===== src/rtl/lia_pkg.sv =====
package lia_pkg;
  localparam int unsigned LIA_NUM_IRQ = 32;
  localparam int unsigned LIA_DATA_W  = 32;
  localparam int unsigned LIA_ADDR_W  = 6;

  // register byte offsets
  localparam int unsigned OFF_COUNT  = 'h00;
  localparam int unsigned OFF_ACTIVE = 'h04;
  localparam int unsigned OFF_WIPE   = 'h08;
  localparam int unsigned OFF_MASK_C = 'h0C;
  localparam int unsigned OFF_MASK_S = 'h10;

  typedef struct packed {
    logic set_en;
    logic clr_en;
    logic wipe;
    logic rd_count;
    logic rd_active;
  } lia_strobe_t;
endpackage


===== src/rtl/lia_decode.sv =====
module lia_decode
  import lia_pkg::*;
#(
  parameter int unsigned ADDR_W = LIA_ADDR_W
) (
  input  logic              clk_i,
  input  logic              rst_ni,
  input  logic [ADDR_W-1:0] addr_i,
  input  logic              we_i,
  input  logic              re_i,
  output lia_strobe_t       strb_o
);
  localparam logic [ADDR_W-1:0] A_COUNT  = ADDR_W'(OFF_COUNT);
  localparam logic [ADDR_W-1:0] A_ACTIVE = ADDR_W'(OFF_ACTIVE);
  localparam logic [ADDR_W-1:0] A_WIPE   = ADDR_W'(OFF_WIPE);
  localparam logic [ADDR_W-1:0] A_MASK_C = ADDR_W'(OFF_MASK_C);
  localparam logic [ADDR_W-1:0] A_MASK_S = ADDR_W'(OFF_MASK_S);

  always_comb begin
    strb_o           = '0;
    strb_o.set_en    = we_i && (addr_i == A_MASK_S);
    strb_o.clr_en    = we_i && (addr_i == A_MASK_C);
    strb_o.wipe      = we_i && (addr_i == A_WIPE);
    strb_o.rd_count  = re_i && (addr_i == A_COUNT);
    strb_o.rd_active = re_i && (addr_i == A_ACTIVE);
  end


  ro_write_ignored_chk: assert property (@(posedge clk_i) disable iff (!rst_ni)
    (we_i && (addr_i == A_COUNT || addr_i == A_ACTIVE))
      |-> !(strb_o.set_en || strb_o.clr_en || strb_o.wipe));
endmodule


===== src/rtl/lia_popcount.sv =====
module lia_popcount #(
  parameter int unsigned N     = 32,
  parameter int unsigned CNT_W = $clog2(N + 1)
) (
  input  logic             clk_i,
  input  logic             rst_ni,
  input  logic [N-1:0]     vec_i,
  output logic [CNT_W-1:0] count_o
);
  localparam int unsigned LEAVES = 1 << $clog2(N);

  logic [CNT_W-1:0] node [1:2*LEAVES-1];

  for (genvar g = 0; g < LEAVES; g++) begin : g_leaf
    if (g < N) begin : g_used
      assign node[LEAVES+g] = CNT_W'(vec_i[g]);
    end else begin : g_pad
      assign node[LEAVES+g] = '0;
    end
  end

  for (genvar j = 1; j < LEAVES; j++) begin : g_sum
    assign node[j] = node[2*j] + node[2*j+1];
  end

  assign count_o = node[1];


  popcount_match_chk: assert property (@(posedge clk_i) disable iff (!rst_ni)
    count_o == CNT_W'($countones(vec_i)));
endmodule


===== src/rtl/lia_irq_state.sv =====
module lia_irq_state #(
  parameter int unsigned N = 32
) (
  input  logic         clk_i,
  input  logic         rst_ni,
  input  logic [N-1:0] irq_i,
  input  logic         set_en_i,
  input  logic         clr_en_i,
  input  logic         wipe_i,
  input  logic [N-1:0] wdata_i,
  output logic [N-1:0] active_o
);
  logic [N-1:0] pend_q;
  logic [N-1:0] en_q;

  always_ff @(posedge clk_i or negedge rst_ni) begin
    if (!rst_ni) begin
      pend_q <= '0;
      en_q   <= '0;
    end else begin
      // inputs are re-sampled every cycle; a wipe clears only this cycle
      pend_q <= wipe_i ? '0 : irq_i;
      if (wipe_i)        en_q <= '0;
      else if (clr_en_i) en_q <= en_q & ~wdata_i;
      else if (set_en_i) en_q <= en_q | wdata_i;
    end
  end

  assign active_o = pend_q & en_q;


  en_set_chk: assert property (@(posedge clk_i) disable iff (!rst_ni)
    set_en_i |=> ((en_q & $past(wdata_i)) == $past(wdata_i)));


  en_clr_chk: assert property (@(posedge clk_i) disable iff (!rst_ni)
    clr_en_i |=> ((en_q & $past(wdata_i)) == '0));


  en_clr_keep_chk: assert property (@(posedge clk_i) disable iff (!rst_ni)
    clr_en_i |=> ((en_q & ~$past(wdata_i)) == ($past(en_q) & ~$past(wdata_i))));


  wipe_clear_chk: assert property (@(posedge clk_i) disable iff (!rst_ni)
    wipe_i |=> (en_q == '0 && pend_q == '0));
endmodule


===== src/rtl/level_irq_aggregator.sv =====
module level_irq_aggregator
  import lia_pkg::*;
#(
  parameter int unsigned NUM_IRQ = LIA_NUM_IRQ,
  parameter int unsigned DATA_W  = LIA_DATA_W,
  parameter int unsigned ADDR_W  = LIA_ADDR_W
) (
  input  logic              clk_i,
  input  logic              rst_ni,
  input  logic [NUM_IRQ-1:0] irq_i,
  input  logic [ADDR_W-1:0] addr_i,
  input  logic              we_i,
  input  logic [DATA_W-1:0] wdata_i,
  input  logic              re_i,
  output logic [DATA_W-1:0] rdata_o,
  output logic              irq_o
);
  localparam int unsigned CNT_W = $clog2(NUM_IRQ + 1);

  lia_strobe_t        strb;
  logic [NUM_IRQ-1:0] active;
  logic [CNT_W-1:0]   count;
  logic               irq_q;

  lia_decode #(.ADDR_W(ADDR_W)) u_decode (
    .clk_i  (clk_i),
    .rst_ni (rst_ni),
    .addr_i (addr_i),
    .we_i   (we_i),
    .re_i   (re_i),
    .strb_o (strb)
  );

  lia_irq_state #(.N(NUM_IRQ)) u_state (
    .clk_i    (clk_i),
    .rst_ni   (rst_ni),
    .irq_i    (irq_i),
    .set_en_i (strb.set_en),
    .clr_en_i (strb.clr_en),
    .wipe_i   (strb.wipe),
    .wdata_i  (wdata_i[NUM_IRQ-1:0]),
    .active_o (active)
  );

  lia_popcount #(.N(NUM_IRQ), .CNT_W(CNT_W)) u_popcount (
    .clk_i   (clk_i),
    .rst_ni  (rst_ni),
    .vec_i   (active),
    .count_o (count)
  );

  always_ff @(posedge clk_i or negedge rst_ni) begin
    if (!rst_ni) irq_q <= 1'b0;
    else         irq_q <= |active;
  end

  assign irq_o = irq_q;

  always_comb begin
    rdata_o = '0;
    if (strb.rd_count)       rdata_o = DATA_W'(count);
    else if (strb.rd_active) rdata_o = DATA_W'(active);
  end


  irq_low_after_wipe_chk: assert property (@(posedge clk_i) disable iff (!rst_ni)
    strb.wipe |-> ##2 !irq_o);


  unmapped_read_zero_chk: assert property (@(posedge clk_i) disable iff (!rst_ni)
    (re_i && addr_i != ADDR_W'(OFF_COUNT) && addr_i != ADDR_W'(OFF_ACTIVE))
      |-> rdata_o == '0);
endmodule


===== config.mk =====
export PLATFORM = sky130hd
export DESIGN_NAME = level_irq_aggregator
export DESIGN_NICKNAME = d
export VERILOG_FILES = /design/src/rtl/lia_pkg.sv /design/src/rtl/lia_decode.sv /design/src/rtl/lia_popcount.sv /design/src/rtl/lia_irq_state.sv /design/src/rtl/level_irq_aggregator.sv
export SDC_FILE = /design/constraint.sdc
export NUM_CORES = 1
export LEC_CHECK = 0
export BUFFER_PORTS_ARGS = -buffer_cell sky130_fd_sc_hd__buf_2
export CAP_MARGIN = 5
export CORE_MARGIN = 8
export CORE_UTILIZATION = 54
export CTS_CLUSTER_DIAMETER = 200
export DETAILED_ROUTE_END_ITERATION = 8
export PLACE_DENSITY = 0.8
export SYNTH_ARGS = -nofsm -noshare
export SYNTH_HDL_FRONTEND = slang
export SYNTH_HIERARCHICAL = 1
export SYNTH_SLANG_ARGS = --single-unit

===== constraint.sdc =====
create_clock -name clk_i -period 5.7 [get_ports clk_i]
set_clock_uncertainty 0.15 [all_clocks]
set_input_delay 0.285 -clock clk_i [delete_from_list [all_inputs] [get_ports clk_i]]
set_output_delay 0.285 -clock clk_i [all_outputs]
set_load 0.01 [all_outputs]

==> results of run 1 <==
[routing by layer]
| layer | vias up | wire [um] | track usage, % |
|---|---|---|---|
| li1 | 1533 | - | - |
| met1 | 1590 | 4370 | 22.9 |
| met2 | 101 | 5540 | 35.1 |
| met3 | 25 | 554 | 4.73 |
| met4 | 0 | 267 | 8.97 |
| met5 | - | 0 | 0 |
[registers in the layout, summed over array words and instances, names as in the netlist]
| signal | count |
|---|---|
| irq_o | 1 |
| u_state/pend_q | 32 |
| u_state/en_q | 32 |
[critical path, delay by kind of cell, from the launching register on]
kind / cells / cell delay, ns
buffers and inverters: 4 / 0.36
DFF: 1 / 0.38
adders and majority gates: 8 / 3.27
and+or+nand+nor: 4 / 0.50
AOI/OAI and AO/OA: 2 / 0.19
[cell usage after synthesis, types with 4 or more instances]
| master | number | share of area, % |
|---|---|---|
| dfrtp_1 | 65 | 38 |
| and2_1 | 58 | 8.5 |
| inv_1 | 53 | 4.7 |
| nor2b_1 | 33 | 4.8 |
| a211oi_2 | 30 | 8.8 |
| fa_1 | 26 | 12 |
| ha_1 | 24 | 7.1 |
| a21oi_2 | 21 | 4.3 |
| a21oi_1 | 13 | 1.5 |
| buf_2 | 9 | 1.1 |
| nor4_1 | 9 | 1.3 |
| buf_6 | 7 | 1.9 |
| a22o_1 | 5 | 1.0 |
| nand2_1 | 4 | 0.35 |
| xnor2_1 | 4 | 0.82 |
[how the worst min path moves through the flow]
stage | cells after the start | startpoint | to
2_1_floorplan | 0 | rst_ni | irq_o$_DFF_PN0_
3_3_place_gp | 2 | wdata_i[16] | u_state/en_q[16]$_DFFE_PN0P_
3_5_place_dp | 2 | wdata_i[18] | u_state/en_q[18]$_DFFE_PN0P_
4_1_cts | 2 | wdata_i[24] | u_state/en_q[24]$_DFFE_PN0P_
5_1_grt | 2 | wdata_i[3] | u_state/en_q[3]$_DFFE_PN0P_
6_report | 2 | wdata_i[8] | u_state/en_q[8]$_DFFE_PN0P_
[per-stage QoR]
step                      setup WS (ns)  cell area, um^2
after floorplan                   0.888             4260
after CTS                        0.0724             5420
after global placement            0.598             4850
final                             0.235             5430
after global routing             0.0191             5420
after detailed placement          0.544             4850
[cells by family after synthesis]
group,share of synthesized area (%)
buffers and inverters,7.58
XOR/XNOR,0.823
adder cells (fa/ha/maj),19.3
AND/OR/NAND/NOR,17.7
AO/OA/AOI/OAI,16.5
flip-flops,38.2
[area by class of cell]
cell class | instances | area share, %
multi-input combinational | 245 | 43.0
sequential | 65 | 30.0
timing repair buffer | 146 | 16.9
inverter | 53 | 3.67
clock buffer | 11 | 2.61
tap | 102 | 2.35
clock inverter | 5 | 1.45
antenna | 1 | 0.0461
[power breakdown]
part | leakage, nW | switching, mW | internal [mW]
combinational | 1.77 | 0.223 | 0.200
clock | 0.113 | 0.181 | 0.258
sequential | 0.812 | 0.0204 | 0.504
[what timing repair did]
action	in CTS	in global routing
setup endpoints to repair	0	2
gates resized for setup	0	5
hold endpoints to repair	60	0
hold buffers	35	0
==> impl_metrics.yaml, run 1 <==
run_status:
  status: "complete, no violations"
yosys:
  ys.flop_type: "dfrtp_1"
  ys_warn_count: 6
  synth_area_mm2: 0.00426
  syn_nets: 503
  synth.avg_cell_area_um2: 11.2
  syn_inst: 379
  async_flop_share_pct: 100
  synth_seq_cells: 65
  synth_cell_type_count: 29
  synth_edf_count: 0
  synth_seq_area_share_pct: 38.2
global_routing:
  grt_usage_pct: 20.1
  gr-total-overflow: 0
  grt_first_pass_wirelength_um: 17700
  grt_max_degree: 66
  antenna_found_initial: 0
  grt_pass1_vias: 3667
clock_tree:
  clock_sinks: 65
  clock_latency_ns: 0.34
  cts.path.max_buffers: 2
  cts_tree: "built"
  path_clk_slew_ns: 0.07
  postCtsSetupBuffers: 0
  cts-root-buf: "clkbuf_8"
  numCtsBuffers: 9
  cts-htree-levels: 3
layout:
  final_util_pct: 70.6
  final_common_cell: "buf_2"
  nNetsFinal: 644
  layout_common_cells: "106 x buf_2, 65 x dfrtp_1, 56 x and2_1"
  final_layout_size_suffix_gt1_share_pct: 35.8
  seq_area_mm2: 0.00163
  fillers: 553
  fin_cells: 628
  multi_input_area_mm2: 0.00233
  area_growth_pct: 27.4
placement:
  placed_cells: 576
  globalplace.congestion: 0.882
  io_buffers: 106
  dp_hpwl_um: 7610
setup_path:
  timing.critical_path.mode_cell: "fa_1"
  endpoint: "rdata_o[5]"
  worst_r2r_path_depth: 4
  cpPeakStageDelay_ns: 0.56
  critPathSlowestCell: "fa_1"
  criticalPathCategory: "reg -> out"
  cp_max_fo: 3
  worstPathRequired_ns: 5.27
  critPathLaunch: "u_state/en_q[31]$_DFFE_PN0P_"
  arrival_ns: 5.03
  reg2reg_from: "u_state/en_q[4]$_DFFE_PN0P_"
  cp-end-kind: "primary output"
  critical_path.startpoint_type: "flop"
  path_cells: "and2_2 -> ha_1 -> inv_1 -> fa_1 -> fa_1 -> fa_1 -> inv_1 -> fa_1 -> fa_1 -> ha_1 -> inv_1 -> fa_2 -> nor2b_1 -> o21ai_0 -> nand2b_1 -> nand2_1 -> o21ai_1 -> buf_2"
  rrSetupSlack_ns: 4.01
  r2r-end: "irq_o$_DFF_PN0_"
sta:
  finalHoldViolCount: 0
  finalMaxSlewViolations: 0
  tns_ns: 0
  rsz0062_at_grt: "false"
  min_period_over_period_pct: 95.9
  finalSetupViolCount: 0
  maxSlewHeadroom_pct: 31.4
  fin_crit_ns: 5.47
  tightest_slew_ns: 1.02
  fmaxAchievable_ghz: 0.183
  hold_ws_ns: 0.00525
hold_path:
  hp-class: "in -> reg"
floorplan:
  io_pins: 107
  die_x_um: 105
  die_h_um: 105
  core_area_mm2: 0.00769
  rows: 32
  die_area_mm2: 0.0110
  initial_utilization_pct: 55.4
power:
  total_power_mw: 1.39
  p_per_area_mw_per_mm2: 255
  peakVddDrop_uv: 173
  p_leak_nw: 2.70
route:
  routed_wl_um: 10700
  vias_per_cell: 5.17
  wire_per_inst_um: 17.1
  vias: 3249
  drt_iter0_markers: 117
  ant_nets: 0
  drc: 0
  firstDrtPassIters: 4
run:
  maxCapViolCount: 0
Power figures use the tool's default switching activity.
==> run 2, diff against run 1 <==
Settings changed: ABC_AREA set to 1, CORE_UTILIZATION 54 to 55.
==> run 2 against run 1 <==
Against the previous run:
- cell count up 48%
- sequential power up 9.0%
- flip-flop and latch count unchanged
- die area up 11%
- first-iteration DRC count up 85%
- cell area up 9.5%
- critical endpoint unchanged
- highest routed layer unchanged
==> impl_metrics.yaml, run 2 <==
run_status:
  status: "complete, no violations"
setup_path:
  cp-end-kind: "primary output"
  r2r-end: "irq_o$_DFF_PN0_"
  worst_r2r_path_depth: 8
  cp_max_fo: 3
  path_cells: "nand2_1 -> inv_1 -> ha_1 -> inv_1 -> fa_1 -> inv_1 -> fa_1 -> fa_1 -> fa_1 -> fa_1 -> ha_1 -> inv_1 -> fa_1 -> o21ai_0 -> nand2_1 -> nand2_1 -> buf_2"
  timing.critical_path.mode_cell: "fa_1"
  critPathLaunch: "u_state/en_q[30]$_DFFE_PN0P_"
  critPathSlowestCell: "fa_1"
  rrSetupSlack_ns: 4.41
  worstPathRequired_ns: 5.27
  critical_path.startpoint_type: "flop"
  endpoint: "rdata_o[5]"
  reg2reg_from: "u_state/en_q[29]$_DFFE_PN0P_"
  arrival_ns: 4.85
  criticalPathCategory: "reg -> out"
  cpPeakStageDelay_ns: 0.55
power:
  clock_power_share_pct: 21.0
  p_per_area_mw_per_mm2: 292
  internal_power_mw: 1.04
  switching_share_pct: 39.9
  p_leak_nw: 3.69
  power_frac_seq_pct: 33.0
  peakVddDrop_uv: 190
  netSwitchingPower_mw: 0.691
  pwr-share-comb_pct: 46.0
route:
  drt_iter0_markers: 217
  wire_per_inst_um: 13.4
  drc: 0
  vias: 4421
  ant_nets: 0
  firstDrtPassIters: 5
  routed_wl_um: 12500
  vias_per_cell: 4.74
yosys:
  synth_area_mm2: 0.00489
  ys.flop_type: "dfrtp_1"
  yosys.area_share.simple_pct: 29.6
  synth_edf_count: 0
  synthTopCellsByCount: "214 x inv_1, 193 x nand2_1, 66 x nor2_1"
  synthXorXnorAreaFrac_pct: 0.179
  yosysTopAreaCell: "dfrtp_1"
  syn_inst: 687
  synth_top_family_by_area: "simple AND/OR/NAND/NOR gates"
  synth.avg_cell_area_um2: 7.12
  synth_most_common_cell: "inv_1"
  synth_mux_area_share_pct: 0
  yosysTopAreaCellShare_pct: 33.2
  synthAdderAreaFrac_pct: 16.8
  syn_nets: 811
  synth_seq_cells: 65
  ys_warn_count: 6
  synth_cell_type_count: 24
  synth_seq_area_share_pct: 33.2
  async_flop_share_pct: 100
  synthTopCellsByArea: "dfrtp_1 33%, inv_1 16%, nand2_1 15%, fa_1 11%, ha_1 6.1%"
  synth_compound_area_share_pct: 0.307
layout:
  nNetsFinal: 943
  antennaDiodeCount: 0
  area_growth_pct: 21.4
  seq_area_mm2: 0.00163
  final_layout_size_suffix_gt1_share_pct: 18.7
  final_common_cell: "inv_1"
  multi_input_area_mm2: 0.00230
  fillers: 723
  layout_common_cells: "214 x inv_1, 193 x nand2_1, 106 x buf_2"
global_routing:
  grt_max_degree: 66
  grt_first_pass_wirelength_um: 20400
  grt_pass1_vias: 4600
  gr-total-overflow: 0
  antenna_found_initial: 0
  grt_usage_pct: 21.3
floorplan:
  io_pins: 107
  die_x_um: 110
  die_h_um: 110
  die_area_mm2: 0.0122
  rows: 34
  initial_utilization_pct: 56.4
  core_area_mm2: 0.00868
placement:
  io_buffers: 106
  globalplace.congestion: 0.871
  dp_hpwl_um: 8910
sta:
  rsz0062_at_grt: "false"
  hold_ws_ns: 0.0815
  finalMaxSlewViolations: 0
  min_period_over_period_pct: 92.8
  finalHoldViolCount: 0
  tightest_slew_ns: 1.17
  fmaxAchievable_ghz: 0.189
  finalSetupViolCount: 0
  maxSlewHeadroom_pct: 21.7
  fin_crit_ns: 5.29
  tns_ns: 0
hold_path:
  hold_depth: 4
  hp-class: "in -> reg"
clock_tree:
  cts.hold.buffers_added: 33
  postCtsSetupBuffers: 0
  cts_tree: "built"
  clock_sinks: 65
  cts-htree-levels: 3
  path_clk_slew_ns: 0.08
  numCtsBuffers: 9
  cts-root-buf: "clkbuf_8"
  cts_resized: 0
  clock_latency_ns: 0.34
  cts.path.max_buffers: 2
run:
  maxCapViolCount: 0
-- run 2: changes by cell type after synthesis, moves of 21 or more --
cell	previous run	this run
and2_1	58	0
nor2b_1	33	0
nand2_1	4	193
a21oi_2	21	0
inv_1	53	214
nand4_1	2	34
a211oi_2	30	0
nor2_1	1	66
-- run 2: layout make-up --
| type | count | area share, % |
|---|---|---|
| multi-input combinational | 385 | 38.6 |
| sequential | 65 | 27.4 |
| timing repair buffer | 142 | 14.9 |
| inverter | 216 | 13.8 |
| clock buffer | 11 | 2.55 |
| tap | 108 | 2.27 |
| clock inverter | 5 | 0.505 |
-- run 2: layer usage --
metal | vias to the layer above | GRT usage (%) | routed length (um)
met5 | - | 0 | 0
met4 | 0 | 8.18 | 235
met3 | 27 | 5.52 | 855
met2 | 157 | 36.8 | 6320
met1 | 2025 | 24.7 | 5040
li1 | 2212 | - | -
-- run 2: cell families after synthesis --
group / count (synthesis)
XOR/XNOR: 1
AND/OR/NAND/NOR: 331
AO/OA/AOI/OAI: 3
buffers and inverters: 237
adder cells (fa/ha/maj): 50
flip-flops: 65
-- run 2: worst min-delay path by stage --
stage	slack, ns	startpoint	endpoint
2_1_floorplan	-0.16	rst_ni	irq_o$_DFF_PN0_
3_3_place_gp	0.33	u_state/en_q[14]$_DFFE_PN0P_	u_state/en_q[14]$_DFFE_PN0P_
3_5_place_dp	0.34	u_state/en_q[20]$_DFFE_PN0P_	u_state/en_q[20]$_DFFE_PN0P_
4_1_cts	0.06	wdata_i[18]	u_state/en_q[18]$_DFFE_PN0P_
5_1_grt	0.08	wdata_i[3]	u_state/en_q[3]$_DFFE_PN0P_
6_report	0.08	wdata_i[3]	u_state/en_q[3]$_DFFE_PN0P_
-- run 2: critical path: cells and delay by family (launching register included) --
kind | cells | cell delay (ns)
AOI/OAI and AO/OA | 1 | 0.18
adders and majority gates | 8 | 3.33
buffers and inverters | 5 | 0.42
DFF | 1 | 0.37
and+or+nand+nor | 3 | 0.21
-- run 2: per-stage QoR --
stage	cells	power (mW)	cell area, um^2	util (%)	setup WS [ns]
after floorplan	687	1.15	4890	-	1.07
after global placement	883	1.30	5430	62.6	0.790
after detailed placement	883	1.36	5430	62.6	0.749
after CTS	932	1.75	5940	68.5	0.358
after global routing	932	1.90	5940	68.5	0.143
final	932	1.73	5940	68.5	0.412
-- run 2: power by group through the flow --
stage / clock, mW / combinational [mW] / sequential, mW
final: 0.364 / 0.797 / 0.571
after global routing: 0.396 / 0.928 / 0.578
after CTS: 0.375 / 0.803 / 0.571
after detailed placement: 0 / 0.778 / 0.579
after global placement: 0 / 0.729 / 0.574
after floorplan: 0 / 0.581 / 0.568
==> run 3, diff against run 2 <==
Settings changed: ABC_AREA 1 to 0, CORE_MARGIN 8 to unset, CORE_UTILIZATION 55 to 54, PLACE_DENSITY 0.8 to 0.87.
==> run 3 against run 2 <==
Against the previous run:
- combinational power down 45%
- flip-flop and latch count stayed put
- cell count fell by 33%
- total power is 21% lower
- non-clock buffer count up 3
- hold slack got worse by 0.071 ns
- critical path type unchanged
- largest cell class unchanged
- sequential share of layout area grew 2.7 points
==> impl_metrics.yaml, run 3 (synthesis results as in run 1) <==
run_status:
  status: "complete, no violations"
floorplan:
  die_x_um: 90.8
  io_pins: 107
  rows: 32
  initial_utilization_pct: 55.4
  die_h_um: 90.8
  die_area_mm2: 0.00824
  core_area_mm2: 0.00769
global_routing:
  global_route.usage.met2_pct: 46.8
  grt_usage_pct: 27.2
  antenna_found_initial: 0
  grtUsageMet1_pct: 31.7
  grt_max_degree: 66
  busiest_layer: "met2"
  gr-total-overflow: 0
  grt_pass1_vias: 3728
  grt_first_pass_wirelength_um: 17300
  globalRouteMet3Util_pct: 6.06
clock_tree:
  cts-htree-levels: 3
  cts-root-buf: "clkbuf_8"
  cts_tree: "built"
  path_clk_slew_ns: 0.07
  clock_sinks: 65
  numCtsBuffers: 9
  clock_latency_ns: 0.35
  cts.path.max_buffers: 2
sta:
  fin_crit_ns: 5.51
  finalHoldViolCount: 0
  tightest_slew_ns: 0.991
  finalMaxSlewViolations: 0
  finalSetupViolCount: 0
  min_period_over_period_pct: 96.6
  setup_slack_ns: 0.193
  maxSlewHeadroom_pct: 33.8
  hold_ws_ns: 0.0106
  rsz0062_at_grt: "false"
  fmaxAchievable_ghz: 0.182
  tns_ns: 0
route:
  firstDrtPassIters: 4
  drt_iter0_markers: 185
  wire_per_inst_um: 17.1
  vias: 3338
  routed_wl_um: 10700
  ant_nets: 0
  drc: 0
  vias_per_cell: 5.34
hold_path:
  hp-class: "in -> reg"
setup_path:
  worstPathRequired_ns: 5.27
  cp-end-kind: "primary output"
  cp_max_fo: 3
  arrival_ns: 5.07
  critical_path.startpoint_type: "flop"
  criticalPathCategory: "reg -> out"
power:
  clock_power_share_pct: 29.3
  switching_share_pct: 31.4
  internal_power_mw: 0.934
  p_leak_nw: 2.70
  p_per_area_mw_per_mm2: 251
  total_power_mw: 1.36
  pwr-share-comb_pct: 32.0
  peakVddDrop_uv: 206
  power_frac_seq_pct: 38.6
  netSwitchingPower_mw: 0.427
placement:
  placed_cells: 575
  globalplace.congestion: 0.820
  dp_hpwl_um: 6810
  preCtsSetupSlack_ns: 0.514
  dpl-instance-area_mm2: 0.00484
  io_buffers: 106
layout:
  finalInstanceArea_mm2: 0.00542
  final_layout_size_suffix_gt1_share_pct: 37.7
  final_util_pct: 70.4
  final_common_cell: "buf_2"
  layout_common_cells: "106 x buf_2, 65 x dfrtp_1, 53 x inv_1"
  fin_cells: 625
  area_growth_pct: 27.2
  antennaDiodeCount: 0
  nNetsFinal: 643
run:
  maxCapViolCount: 0
## run 3: cell count changes in the layout (fill, tap and decap cells not counted), moves of 9 or more
cell / delta
nand3_1: -12
nor2_1: -63
nand2_2: -10
nand4_1: -32
nor2b_1: +33
a21oi_1: +12
nand2_1: -189
and2_4: +9
nor2_2: -13
a21oi_2: +21
and2_1: +48
a211oi_2: +30
inv_1: -161
## run 3: critical path, cell delays in order (launching register included)
cell	delay, ns
dfrtp_1	0.37
and2_2	0.23
ha_1	0.28
inv_1	0.06
fa_1	0.43
inv_1	0.09
fa_1	0.44
fa_1	0.47
fa_1	0.54
inv_1	0.09
fa_1	0.61
inv_1	0.07
ha_1	0.29
a21o_1	0.19
a21oi_2	0.14
xnor2_1	0.08
a22o_1	0.22
buf_2	0.14
## run 3: metal layers
layer	wire, um	share of wire (%)
met1	4270	40
met2	5570	52
met3	560	5.2
met4	297	2.8
met5	0	0
## run 3: final cells by class
type                    count  area, um^2
fillers                   549        2270
repair buffers            145         908
clock inverters             3        40.0
well taps                 102         128
flip-flops and latches     65        1630
clock buffers              12         155
inverters                  53         199
multi-input cells         245        2360
## run 3: path summary, 6_finish.rpt
check,slack (ns),cells after the start,endpoint,startpoint
worst max-delay path,0.19,17,rdata_o[4],u_state/en_q[31]$_DFFE_PN0P_
min in group asynchronous,0.50,3,u_state/pend_q[26]$_DFF_PN0_,rst_ni
worst min register to register,0.41,2,u_state/en_q[7]$_DFFE_PN0P_,u_state/en_q[7]$_DFFE_PN0P_
worst min-delay path,0.01,2,u_state/pend_q[15]$_DFF_PN0_,irq_i[15]
worst max register to register,4.01,4,irq_o$_DFF_PN0_,u_state/pend_q[12]$_DFF_PN0_
max in group asynchronous,4.33,3,u_state/en_q[16]$_DFFE_PN0P_,rst_ni
## run 3: power by group through the flow
stage               registers (mW)  logic [mW]  clock network [mW]
floorplan                    0.528       0.276                   0
global placement             0.530       0.377                   0
detailed placement           0.532       0.392                   0
CTS                          0.524       0.414               0.401
global route                 0.530       0.494               0.430
finish                       0.526       0.436               0.399
## run 3: timing repair
action / CTS / global route
buffers inserted: 0 / 1
hold endpoints to repair: 50 / 0
resized for setup: 0 / 15
endpoints found under the setup margin: 0 / 2
hold buffers: 34 / 0
